**src/rtl/cbf_pkg.sv**
```systemverilog
package cbf_pkg;

    typedef enum logic [1:0] {
        RSN_DIRTY  = 2'd0,
        RSN_NEAR   = 2'd1,
        RSN_FAR    = 2'd2,
        RSN_DEADPF = 2'd3
    } reason_e;

    typedef enum logic {
        ST_IDLE = 1'b0,
        ST_EMIT = 1'b1
    } dec_state_e;

endpackage

```
**src/rtl/cbf_line.sv**
```systemverilog
module cbf_line #(
    parameter int RD_W = 4,
    parameter int HF_W = 2
) (
    input  logic            clk,
    input  logic            rst_n,
    input  logic            acc_set_hit,
    input  logic            acc_self,
    input  logic            acc_hit,
    input  logic            acc_pref,
    input  logic            evc_self,
    output logic            vld,
    output logic [RD_W-1:0] rd,
    output logic            pf,
    output logic [HF_W-1:0] hc
);

    localparam logic [RD_W-1:0] RD_MAX = '1;
    localparam logic [HF_W-1:0] HC_MAX = '1;

    logic touch_self;
    assign touch_self = acc_set_hit && acc_self;

    always_ff @(posedge clk) begin
        if (!rst_n) begin
            vld <= 1'b0;
            rd  <= '0;
            pf  <= 1'b0;
            hc  <= '0;
        end else if (touch_self) begin
            rd <= '0;
            if (acc_hit) begin
                if (hc != HC_MAX) hc <= hc + 1'b1;
            end else begin
                vld <= 1'b1;
                hc  <= '0;
                pf  <= acc_pref;
            end
        end else if (evc_self) begin
            vld <= 1'b0;
            rd  <= '0;
            pf  <= 1'b0;
            hc  <= '0;
        end else if (acc_set_hit && vld && rd != RD_MAX) begin
            rd <= rd + 1'b1;
        end
    end

    AST_HIT_ZEROES_RD: assert property (@(posedge clk) disable iff (!rst_n)
        touch_self && acc_hit |=> rd == '0);
    AST_RD_SATURATES: assert property (@(posedge clk) disable iff (!rst_n)
        acc_set_hit && !acc_self && !evc_self && vld && rd == RD_MAX |=> rd == RD_MAX);
    AST_OTHER_SET_HOLDS: assert property (@(posedge clk) disable iff (!rst_n)
        !acc_set_hit && !evc_self |=> $stable(rd));
    AST_EVICT_CLEARS: assert property (@(posedge clk) disable iff (!rst_n)
        evc_self && !touch_self |=> !vld && rd == '0 && !pf && hc == '0);

endmodule

```
**src/rtl/cbf_set_avg.sv**
```systemverilog
module cbf_set_avg #(
    parameter int RD_W  = 4,
    parameter int FRAC  = 2,
    parameter int SHIFT = 2,
    localparam int AVG_W = RD_W + FRAC
) (
    input  logic             clk,
    input  logic             rst_n,
    input  logic             upd,
    input  logic [RD_W-1:0]  rd_in,
    output logic [AVG_W-1:0] avg
);

    logic [AVG_W-1:0] rd_fp;
    logic [AVG_W:0]   nxt;
    logic [AVG_W-1:0] avg_d;

    assign rd_fp = AVG_W'(rd_in) << FRAC;

    always_comb begin
        nxt   = {1'b0, avg} - {1'b0, avg >> SHIFT} + {1'b0, rd_fp >> SHIFT};
        avg_d = nxt[AVG_W] ? '1 : nxt[AVG_W-1:0];
    end

    always_ff @(posedge clk) begin
        if (!rst_n)   avg <= '0;
        else if (upd) avg <= avg_d;
    end

    AST_AVG_HOLDS: assert property (@(posedge clk) disable iff (!rst_n)
        !upd |=> $stable(avg));

endmodule

```
**src/rtl/cbf_decide.sv**
```systemverilog
module cbf_decide
    import cbf_pkg::*;
#(
    parameter int RD_W = 4,
    parameter int HF_W = 2,
    parameter int FRAC = 2,
    localparam int AVG_W = RD_W + FRAC
) (
    input  logic             clk,
    input  logic             rst_n,
    input  logic             evc_valid,
    input  logic             evc_dirty,
    input  logic [RD_W-1:0]  line_rd,
    input  logic             line_pf,
    input  logic [HF_W-1:0]  line_hc,
    input  logic [AVG_W-1:0] set_avg,
    output logic             dec_valid,
    output logic             dec_copyback,
    output logic [1:0]       dec_reason
);

    dec_state_e state, state_d;
    logic       cb_d;
    reason_e    rsn_d, rsn_q;
    logic [AVG_W-1:0] line_fp;
    logic       dead_pf;

    assign line_fp = AVG_W'(line_rd) << FRAC;
    assign dead_pf = line_pf && (line_hc == '0);

    always_comb begin
        state_d = state;
        unique case (state)
            ST_IDLE: state_d = evc_valid ? ST_EMIT : ST_IDLE;
            ST_EMIT: state_d = evc_valid ? ST_EMIT : ST_IDLE;
        endcase
    end

    always_ff @(posedge clk) begin
        if (!rst_n) state <= ST_IDLE;
        else        state <= state_d;
    end

    always_comb begin
        if (evc_dirty) begin
            cb_d = 1'b1; rsn_d = RSN_DIRTY;
        end else if (dead_pf) begin
            cb_d = 1'b0; rsn_d = RSN_DEADPF;
        end else if (line_fp <= set_avg) begin
            cb_d = 1'b1; rsn_d = RSN_NEAR;
        end else begin
            cb_d = 1'b0; rsn_d = RSN_FAR;
        end
    end

    always_ff @(posedge clk) begin
        if (!rst_n) begin
            dec_copyback <= 1'b0;
            rsn_q        <= RSN_DIRTY;
        end else if (evc_valid) begin
            dec_copyback <= cb_d;
            rsn_q        <= rsn_d;
        end
    end

    assign dec_valid  = (state == ST_EMIT);
    assign dec_reason = rsn_q;

    AST_STROBE_FOLLOWS: assert property (@(posedge clk) disable iff (!rst_n)
        evc_valid |=> dec_valid);
    AST_STROBE_QUIET: assert property (@(posedge clk) disable iff (!rst_n)
        !evc_valid |=> !dec_valid);
    AST_DIRTY_GOES_DOWN: assert property (@(posedge clk) disable iff (!rst_n)
        evc_valid && evc_dirty |=> dec_copyback && dec_reason == RSN_DIRTY);
    AST_DEAD_PREFETCH_DROPPED: assert property (@(posedge clk) disable iff (!rst_n)
        evc_valid && !evc_dirty && line_pf && line_hc == '0 |=> !dec_copyback);
    AST_NEAR_KEPT: assert property (@(posedge clk) disable iff (!rst_n)
        evc_valid && !evc_dirty && !dead_pf && line_fp <= set_avg |=> dec_copyback);

endmodule

```
**src/rtl/cbf_copyback_filter.sv**
```systemverilog
module cbf_copyback_filter #(
    parameter int SETS  = 16,
    parameter int WAYS  = 4,
    parameter int RD_W  = 4,
    parameter int HF_W  = 2,
    parameter int FRAC  = 2,
    parameter int SHIFT = 2,
    localparam int SET_W = $clog2(SETS),
    localparam int WAY_W = $clog2(WAYS),
    localparam int AVG_W = RD_W + FRAC
) (
    input  logic             clk,
    input  logic             rst_n,
    input  logic             acc_valid,
    input  logic [SET_W-1:0] acc_set,
    input  logic [WAY_W-1:0] acc_way,
    input  logic             acc_hit,
    input  logic             acc_pref,
    input  logic             evc_valid,
    input  logic [SET_W-1:0] evc_set,
    input  logic [WAY_W-1:0] evc_way,
    input  logic             evc_dirty,
    output logic             dec_valid,
    output logic             dec_copyback,
    output logic [1:0]       dec_reason
);

    logic            vld_a [SETS][WAYS];
    logic [RD_W-1:0] rd_a  [SETS][WAYS];
    logic            pf_a  [SETS][WAYS];
    logic [HF_W-1:0] hc_a  [SETS][WAYS];
    logic [AVG_W-1:0] avg_a [SETS];

    logic [RD_W-1:0] hit_rd;
    assign hit_rd = rd_a[acc_set][acc_way];

    for (genvar s = 0; s < SETS; s++) begin : g_set
        logic set_acc;
        logic set_upd;
        assign set_acc = acc_valid && (acc_set == SET_W'(s));
        assign set_upd = set_acc && acc_hit;

        cbf_set_avg #(.RD_W(RD_W), .FRAC(FRAC), .SHIFT(SHIFT)) u_avg (
            .clk   (clk),
            .rst_n (rst_n),
            .upd   (set_upd),
            .rd_in (hit_rd),
            .avg   (avg_a[s])
        );

        for (genvar w = 0; w < WAYS; w++) begin : g_way
            logic way_acc;
            logic way_evc;
            assign way_acc = (acc_way == WAY_W'(w));
            assign way_evc = evc_valid && (evc_set == SET_W'(s)) && (evc_way == WAY_W'(w));

            cbf_line #(.RD_W(RD_W), .HF_W(HF_W)) u_line (
                .clk         (clk),
                .rst_n       (rst_n),
                .acc_set_hit (set_acc),
                .acc_self    (way_acc),
                .acc_hit     (acc_hit),
                .acc_pref    (acc_pref),
                .evc_self    (way_evc),
                .vld         (vld_a[s][w]),
                .rd          (rd_a[s][w]),
                .pf          (pf_a[s][w]),
                .hc          (hc_a[s][w])
            );
        end
    end

    cbf_decide #(.RD_W(RD_W), .HF_W(HF_W), .FRAC(FRAC)) u_decide (
        .clk          (clk),
        .rst_n        (rst_n),
        .evc_valid    (evc_valid),
        .evc_dirty    (evc_dirty),
        .line_rd      (rd_a[evc_set][evc_way]),
        .line_pf      (pf_a[evc_set][evc_way]),
        .line_hc      (hc_a[evc_set][evc_way]),
        .set_avg      (avg_a[evc_set]),
        .dec_valid    (dec_valid),
        .dec_copyback (dec_copyback),
        .dec_reason   (dec_reason)
    );

endmodule

```
**config.mk**
```make
export PLATFORM = sky130hd
export DESIGN_NAME = cbf_copyback_filter
export DESIGN_NICKNAME = d
export VERILOG_FILES = /design/src/rtl/cbf_pkg.sv /design/src/rtl/cbf_line.sv /design/src/rtl/cbf_set_avg.sv /design/src/rtl/cbf_decide.sv /design/src/rtl/cbf_copyback_filter.sv
export SDC_FILE = /design/constraint.sdc
export NUM_CORES = 2
export LEC_CHECK = 0
export BUFFER_PORTS_ARGS = -buffer_cell sky130_fd_sc_hd__buf_2
export CORE_ASPECT_RATIO = 1.25
export CORE_MARGIN = 10
export CORE_UTILIZATION = 65
export DETAILED_ROUTE_END_ITERATION = 10
export PLACE_DENSITY = 0.81
export SYNTH_ARGS = -nofsm -noshare
export SYNTH_HDL_FRONTEND = slang
export SYNTH_SLANG_ARGS = --single-unit
```
**constraint.sdc**
```tcl
create_clock -name clk -period 6.4 [get_ports clk]
set_clock_uncertainty 0.15 [all_clocks]
set_input_delay 0.32 -clock clk [delete_from_list [all_inputs] [get_ports clk]]
set_output_delay 0.32 -clock clk [all_outputs]
set_load 0.02 [all_outputs]
```
==> qor.txt <==
Htree depth - 3
Peak VDD IR - 0.2204 mV
Setup violators final - 0
EDFF count, synth - 0
Antenna violations before repair - 9
Clock Root Buffer - clkbuf_16
Pleak - 15.28 nW
First-pass GRT wire length - 174.5 mm
Drt initial violations - 3,527
Die height - 291.4 µm
Resize count post-CTS - 0
Sequential share of the synthesized area - 0.3198
Layout cells sized above 1 - 0.1129
CTS Buffer Depth - 3
Critical Path RT - 6.75 ns
Final WS setup - 1.303 ns
Wire per inst - 23.68 µm
Final Cycle Share - 0.7964
Synthesized netlist cell count - 4,092
I/O pin cnt - 23
Syn nets - 4,419
Overflow after GRT - 0
Outcome - complete, no violations
WS Path Type - primary input to flip-flop
Cell Pwr Density - 206.6 nW/µm²
RSZ-0062 raised after global routing - no
Max-slew violations - 0
Port Buf Inserts - 22
Yosys warnings - 0
Crit. End Element - flip-flop
Final core utilization - 0.7015
Worst skew pair latency - 0.63 ns
GRT Util Overall - 0.3202
DR vias - 32.25k
Max Cap Violations - 0
Post-Syn Area - 38,310 µm²
Placement Rows - 99
Routability congestion estimate - 1.020
DR pass1 iterations - 6
Setup TNS - 0 ns
Number of global-route vias before repair - 31.18k
Async set-reset flop share out of synthesis - 0
Drc violations - 0
Post-DR vias/cell - 6.733
Routed Antenna Nets - 0
Netlist cell types - 69
Starting Density - 0.6567
Slew headroom - 0.09742
#FFs+latches synth - 612
Area Overhead vs Synth - 6.836%
Core area - 58,340 µm²
Post-DP Area - 38,700 µm²
Fin crit period - 5.097 ns
Design Power - 8.456 mW
Hold Crit Class - primary input to flip-flop
Final wirelength - 113.4 mm
Largest net degree at the start of global routing - 230
Post-DP HPWL - 81.49 mm
Syn avg cell area - 9.362 µm²
Critical Path AT - 5.45 ns
Fmax - 0.1962 GHz
Clock tree from TritonCTS - built
CTS Buf Count - 66
Dpl ws - 0.7183 ns
Die Wd - 237.1 µm
Final instance area - 40,930 µm²
Slew @ Worst Pin - 1.346 ns
CTS sink count - 612
Final nets - 4,307
Crit path max fanout - 45
Worst-path clk slew - 0.06 ns
Full die area - 69,110 µm²
Top FF cell, synth - dfxtp_1
Setup crit start kind - primary input
Final Hold Viols - 0
-- worst paths after layout --
kind	startpoint	to	slack (ns)	depth (start not counted)
min	rst_n	g_set[2].u_avg.avg[3]$_SDFFE_PN0P_	0.11	3
min reg2reg	g_set[0].g_way[0].u_line.pf$_SDFFE_PN0P_	g_set[0].g_way[0].u_line.pf$_SDFFE_PN0P_	0.32	2
max reg2reg	g_set[5].g_way[1].u_line.rd[1]$_SDFFE_PP0P_	g_set[1].u_avg.avg[1]$_SDFFE_PN0P_	1.38	12
max	acc_set[1]	g_set[1].u_avg.avg[1]$_SDFFE_PN0P_	1.30	13
-- state kept, by name, indices dropped and copies added, names as in the netlist --
register / flops
g_set.g_way.u_line.vld: 64
g_set.u_avg.avg: 96
u_decide.dec_valid: 1
g_set.g_way.u_line.rd: 256
g_set.g_way.u_line.pf: 64
g_set.g_way.u_line.hc: 128
u_decide.dec_copyback: 1
u_decide.dec_reason: 2
-- what timing repair did --
item	CTS	global route
hold endpoints to repair	3	0
setup buffers	0	0
hold buffers	2	0
-- cell usage in the layout (no fill, tap or decap), drive strengths merged, types with 100 or more instances in the layout --
cell   Yosys  final
dfxtp    612    612
nor2     423    423
nand2    259    259
ha       244    244
mux4     208    208
a21oi    195    195
nor2b    167    167
inv      161    166
o21ai    149    149
nand3    129    129
xnor2    128    128
xor2     125    125
nor3     100    100
-- synthesized netlist by cell type, types with 5 or more instances --
| cell type | instances | area, µm² |
|---|---|---|
| o21ai_0 | 148 | 740.7 |
| buf_4 | 5 | 37.54 |
| nand2b_1 | 51 | 319.1 |
| nor2b_1 | 167 | 1045 |
| a21boi_0 | 88 | 660.6 |
| buf_2 | 44 | 220.2 |
| nand2_1 | 259 | 972.2 |
| buf_6 | 7 | 78.83 |
| dfxtp_1 | 612 | 12250 |
| o22ai_1 | 9 | 56.30 |
| mux4_2 | 206 | 4639 |
| nand3b_1 | 8 | 60.06 |
| xnor2_1 | 128 | 1121 |
| fa_1 | 64 | 1281 |
| o21bai_1 | 32 | 240.2 |
| a31o_2 | 39 | 341.6 |
| a31oi_1 | 92 | 575.6 |
| a211oi_1 | 8 | 60.06 |
| a311oi_1 | 11 | 96.34 |
| o31ai_1 | 5 | 37.54 |
| clkbuf_1 | 176 | 660.6 |
| a22oi_1 | 97 | 728.2 |
| nand4_1 | 57 | 356.6 |
| nor3b_1 | 41 | 307.8 |
| mux2i_1 | 92 | 920.9 |
| nor2_1 | 422 | 1584 |
| a21oi_1 | 195 | 975.9 |
| a21o_1 | 56 | 420.4 |
| o221a_2 | 30 | 337.8 |
| inv_1 | 160 | 600.6 |
| or3_1 | 60 | 375.4 |
| buf_1 | 8 | 30.03 |
| and2_1 | 13 | 81.33 |
| and3_1 | 58 | 362.9 |
| nand3_1 | 129 | 645.6 |
| xor2_1 | 125 | 1095 |
| nor3_1 | 97 | 485.5 |
| ha_1 | 244 | 3053 |
-- cell families (layout without fill, tap and decap cells) --
logic type	after synthesis	count (layout)	synth area share
AND/OR/NAND/NOR	1383	1383	0.1768
AO/OA/AOI/OAI	834	834	0.1430
flip-flops	612	612	0.3198
buffers and inverters	402	341	0.04298
adder cells (fa/ha/maj)	308	308	0.1131
multiplexers	300	300	0.1465
XOR/XNOR	253	253	0.05784
other	0	2	0
-- metrics by stage --
step	hold slack, ns	std cells
floorplan	0.2937	4092
global route	0.1775	4788
detailed placement	0.3088	4667
finish	0.1142	4790
CTS	0.1145	4788
global placement	0.3073	4667
-- metal layers --
metal  vias to the layer above  GRT usage  share of wire
met2                      1671     0.5067           0.45
li1                      14560          -              -
met5                         -          0        0.00067
met1                     15490     0.3607           0.35
met4                        12     0.2652          0.092
met3                       521    0.07888           0.10
-- area by class of cell --
cell class / count / area (µm²)
flip-flops and latches: 612 / 12250
inverters: 161 / 604.3
clock inverters: 29 / 335.3
multi-input cells: 3078 / 24430
diodes: 2 / 5.005
repair buffers: 61 / 478.0
clock buffers: 90 / 1873
fillers: 4378 / 17410
well taps: 757 / 947.2
-- power by group --
| group | switching [mW] | leakage, nW | internal (mW) |
|---|---|---|---|
| clock network | 1.68 | 1.07 | 2.27 |
| registers | 0.0149 | 4.93 | 3.82 |
| logic | 0.436 | 9.28 | 0.225 |
| total | 2.13 | 15.3 | 6.32 |
-- critical path, cell delays in order --
cell and delay, ns:
buf_4 0.57, mux4_2 0.62, mux4_2 0.54, mux4_2 0.84
fa_1 0.62, fa_1 0.47, a21o_1 0.19, a21oi_1 0.22
o21bai_1 0.09, a21oi_1 0.19, xnor2_1 0.25, nand2_1 0.15
o221a_2 0.29
Power figures use the tool's default switching activity.
